**src/rtl/lane_rx_repacker.sv**
```systemverilog
module lane_rx_repacker #(
  parameter int IN_W  = 64,
  parameter int OUT_W = 80
) (
  input  logic                    clk,
  input  logic                    rst,
  input  logic                    in_valid,
  input  logic [IN_W-1:0]         in_data,
  output logic                    out_valid,
  output logic [8*(OUT_W/10)-1:0] out_data,
  output logic [2*(OUT_W/10)-1:0] out_aux
);
  localparam int NGRP = OUT_W / 10;
  localparam int RW   = IN_W + OUT_W;
  localparam int CW   = $clog2(RW);

  logic [RW-1:0]    resid;
  logic [CW-1:0]    fill;
  logic [OUT_W-1:0] lane_word;

  wire [RW-1:0] merged = resid | ({{OUT_W{1'b0}}, in_data} << fill);
  wire [CW-1:0] total  = fill + CW'(IN_W);
  wire          full   = total >= CW'(OUT_W);

  always_ff @(posedge clk) begin
    if (rst) begin
      resid     <= '0;
      fill      <= '0;
      out_valid <= 1'b0;
      lane_word <= '0;
    end else begin
      out_valid <= 1'b0;
      if (in_valid) begin
        if (full) begin
          resid     <= merged >> OUT_W;
          fill      <= total - CW'(OUT_W);
          lane_word <= merged[OUT_W-1:0];
          out_valid <= 1'b1;
        end else begin
          resid <= merged;
          fill  <= total;
        end
      end
    end
  end

  for (genvar k = 0; k < NGRP; k++) begin : g_split
    assign out_data[8*k +: 8] = lane_word[10*k +: 8];
    assign out_aux[2*k +: 2]  = lane_word[10*k+8 +: 2];
  end
endmodule

```
**config.mk**
```make
export PLATFORM = sky130hd
export DESIGN_NAME = lane_rx_repacker
export DESIGN_NICKNAME = d
export VERILOG_FILES = /design/src/rtl/lane_rx_repacker.sv
export SDC_FILE = /design/constraint.sdc
export NUM_CORES = 1
export LEC_CHECK = 0
export BUFFER_PORTS_ARGS = -buffer_cell sky130_fd_sc_hd__buf_4
export CORE_MARGIN = 2
export CORE_UTILIZATION = 45
export DETAILED_ROUTE_END_ITERATION = 7
export GPL_TIMING_DRIVEN = 0
export PLACE_DENSITY = 0.64
export SETUP_SLACK_MARGIN = 0.4
export SYNTH_ARGS = -nofsm -noshare
export SYNTH_HDL_FRONTEND = slang
export SYNTH_SLANG_ARGS = --single-unit
```
**constraint.sdc**
```tcl
create_clock -name clk -period 2.5 [get_ports clk]
set_clock_uncertainty 0.2 [all_clocks]
set_input_delay 0.125 -clock clk [delete_from_list [all_inputs] [get_ports clk]]
set_output_delay 0.125 -clock clk [all_outputs]
set_load 0.005 [all_outputs]
```
==> metrics.cfg <==
[run_status]
outcome = complete, but fails checks
violations = negative hold slack

[timing]
slew-limit-headroom_pct = 26.9
setup_slack_ns = 0.166
rsz0062_at_grt = yes
period_share_pct = 93.3
timing.fmax_mhz = 429
hold_violations = 2
setup_viol = 0
worst_pin_slew_ns = 1.10
min_period_ns = 2.33
slew_violations = 0
hold_ws_ns = -0.0383

[layout]
design_area_mm2 = 0.0174
final_common_cell = dfxtp_1
fin_util_pct = 76.8
layout_common_cells = 225 x dfxtp_1, 210 x buf_4, 161 x nor2_1
num-nets-final = 1569
drive_gt1_share_pct = 48.0
fill_cells = 1433
syn_to_final_growth_pct = 67.8
diodes = 0

[setup_path]
crit_start = fill[4]$_SDFFE_PP0P_
arrival_ns = 2.54
slowest_delay_ns = 0.45
crit_buf_inv = 3
crit_path_end_kind = flip-flop
cp_cell_sequence = buf_6 -> buf_4 -> buf_6 -> nor2b_1 -> mux2_2 -> a21oi_2 -> a2111oi_0
timing.rr.start = fill[4]$_SDFFE_PP0P_
rr_worst_depth = 7
critPathKind = reg -> reg
crit_cells = 7
cp_max_fo = 10
start_kind = flip-flop
cp_slowest_cell = a2111oi_0
crit_family = compound AO/OA/AOI/OAI gates
required_ns = 2.70
cpMostUsedCell = buf_6

[floorplan]
rows = 55
dieArea_mm2 = 0.0243
start_util_pct = 45.8
core_area_mm2 = 0.0226
die_w_um = 156
io_pins = 148
die_y_um = 156

[power_and_ir_drop]
cellLeakagePower_nw = 6.69
ir_drop_mv = 1.04
p_per_area_mw_per_mm2 = 1780

[drt]
first_iter_violations = 1723
via_per_inst = 6.64
vias = 12000
post_drt_wl_per_cell_um = 27.8
drt.antenna.violating_nets = 0
firstDrtPassIters = 8
drt_wl_total_mm = 50.1
drc_errors = 0

[placement]
numPortBuffers = 147
dp_slack_ns = -0.137
gp_congestion = 0.987
dp_hpwl_mm = 31.2
placed_area_mm2 = 0.0120

[global_routing]
grt_util_all_layers_pct = 38.1
grt_pass1_wl_mm = 69.0
grt-ovfl-total = 0
antenna_found_initial = 0
grt_start_max_net_pins = 14
grt_pass1_vias = 11000

[cts]
cts_tree = built
cts_root_buf = clkbuf_16
clock-sinks = 229
clk_latency_ns = 0.54
htree_num_levels = 1
clock_path_buffers = 3
tritoncts.num_buffers = 26
clk_pin_slew_ns = 0.06

[yosys]
synthFlopType = dfxtp_1
synth-warning-count = 0
ys_seq_area_share_pct = 44.2
synth_cell_types = 50
synthesis.area_mm2 = 0.0104
synth-edff-count = 0
synth_nets = 1234
syn_area_per_cell_um2 = 8.90
async_reset_ff_share_pct = 0
ys_ff_latch = 229
syn_inst = 1164

[min_path]
min_path_cells = 5
hp-class = in -> reg
min_from = in_data[26]

[job]
maxCapViolCount = 0

[worst reg2reg max path, delay by kind of cell (launching register included)]
kind / cells / cell delay (ns)
AND/OR/NAND/NOR: 1 / 0.42
buffers and inverters: 3 / 0.44
AO/OA/AOI/OAI: 2 / 0.54
multiplexers: 1 / 0.26
flip-flops: 1 / 0.33
[path summary, 6_finish.rpt]
kind / end / slack, ns
worst max-delay path: resid[36]$_SDFFE_PP0P_ / 0.17
worst min register to register: resid[88]$_SDFFE_PP0P_ / 0.27
worst min-delay path: resid[122]$_SDFFE_PP0P_ / -0.04
worst max register to register: resid[36]$_SDFFE_PP0P_ / 0.17
[sequential cells by signal, summed over array words and instances, names as in the netlist]
name       count
resid        144
lane_word     80
fill           4
out_valid      1
[logic make-up after synthesis]
logic type / count (synthesis) / share of synthesized area (%)
XOR/XNOR: 3 / 0.254
flip-flops: 229 / 44.2
AND/OR/NAND/NOR: 385 / 16.9
multiplexers: 80 / 8.04
buffers and inverters: 123 / 5.37
AO/OA/AOI/OAI: 341 / 24.8
adder cells (fa/ha/maj): 3 / 0.362
[Yosys cell counts, types with 16 or more instances]
| cell | instances | area [um2] |
|---|---|---|
| mux2i_1 | 54 | 541 |
| nand2_1 | 35 | 131 |
| clkbuf_1 | 65 | 244 |
| dfxtp_1 | 229 | 4580 |
| nor2_1 | 200 | 751 |
| buf_2 | 28 | 140 |
| a21oi_1 | 57 | 285 |
| a22o_1 | 16 | 140 |
| o22ai_1 | 16 | 100 |
| o21ai_0 | 36 | 180 |
| a221oi_1 | 54 | 473 |
| mux2_2 | 26 | 293 |
| nor2b_1 | 19 | 119 |
| nor3_1 | 103 | 515 |
| a221o_1 | 16 | 160 |
| a211oi_1 | 106 | 796 |
[area by class of cell]
cell class,count,area [um2],area share [%]
multi-input cells,812,7240,41.6
flip-flops and latches,229,4590,26.4
repair buffers,307,2980,17.2
plain buffers,111,1270,7.33
clock buffers,34,742,4.27
well taps,285,357,2.05
clock inverters,13,148,0.849
inverters,12,55.1,0.317
[routing by layer]
layer | global-route usage (%) | routed length [um] | vias to the layer above
met4 | 18.9 | 3540 | 0
met3 | 8.64 | 5410 | 254
met2 | 59.5 | 21700 | 886
met1 | 49.7 | 19400 | 5779
met5 | 0 | 0 | -
li1 | - | - | 5048
[per-stage QoR]
| step | TNS (ns) | hold slack [ns] | power, W | cells |
|---|---|---|---|---|
| CTS | 0 | 0.0148 | 0.0276 | 1769 |
| floorplan | 0 | 0.0807 | 0.0130 | 1164 |
| global placement | -4.23 | 0.223 | 0.0173 | 1596 |
| finish | 0 | -0.0383 | 0.0310 | 1803 |
| detailed placement | -4.67 | 0.231 | 0.0174 | 1596 |
| global route | 0 | 0.000947 | 0.0318 | 1803 |
[power breakdown]
group,switching (W),total [W],leakage (nW),internal [W]
clock network,0.00165,0.00405,0.435,0.00239
registers,0.000945,0.00602,1.88,0.00508
logic,0.0111,0.0209,4.37,0.00986
total,0.0137,0.0310,6.69,0.0173
[timing repair]
action | in CTS | in global routing
setup buffers | 48 | 25
pin swaps | 59 | 45
setup endpoints to repair | 228 | 223
resized for setup | 415 | 183
cloned | 22 | 5
hold endpoints to repair | 76 | 7
hold buffers | 56 | 4
(Power assumes the default switching activity.)
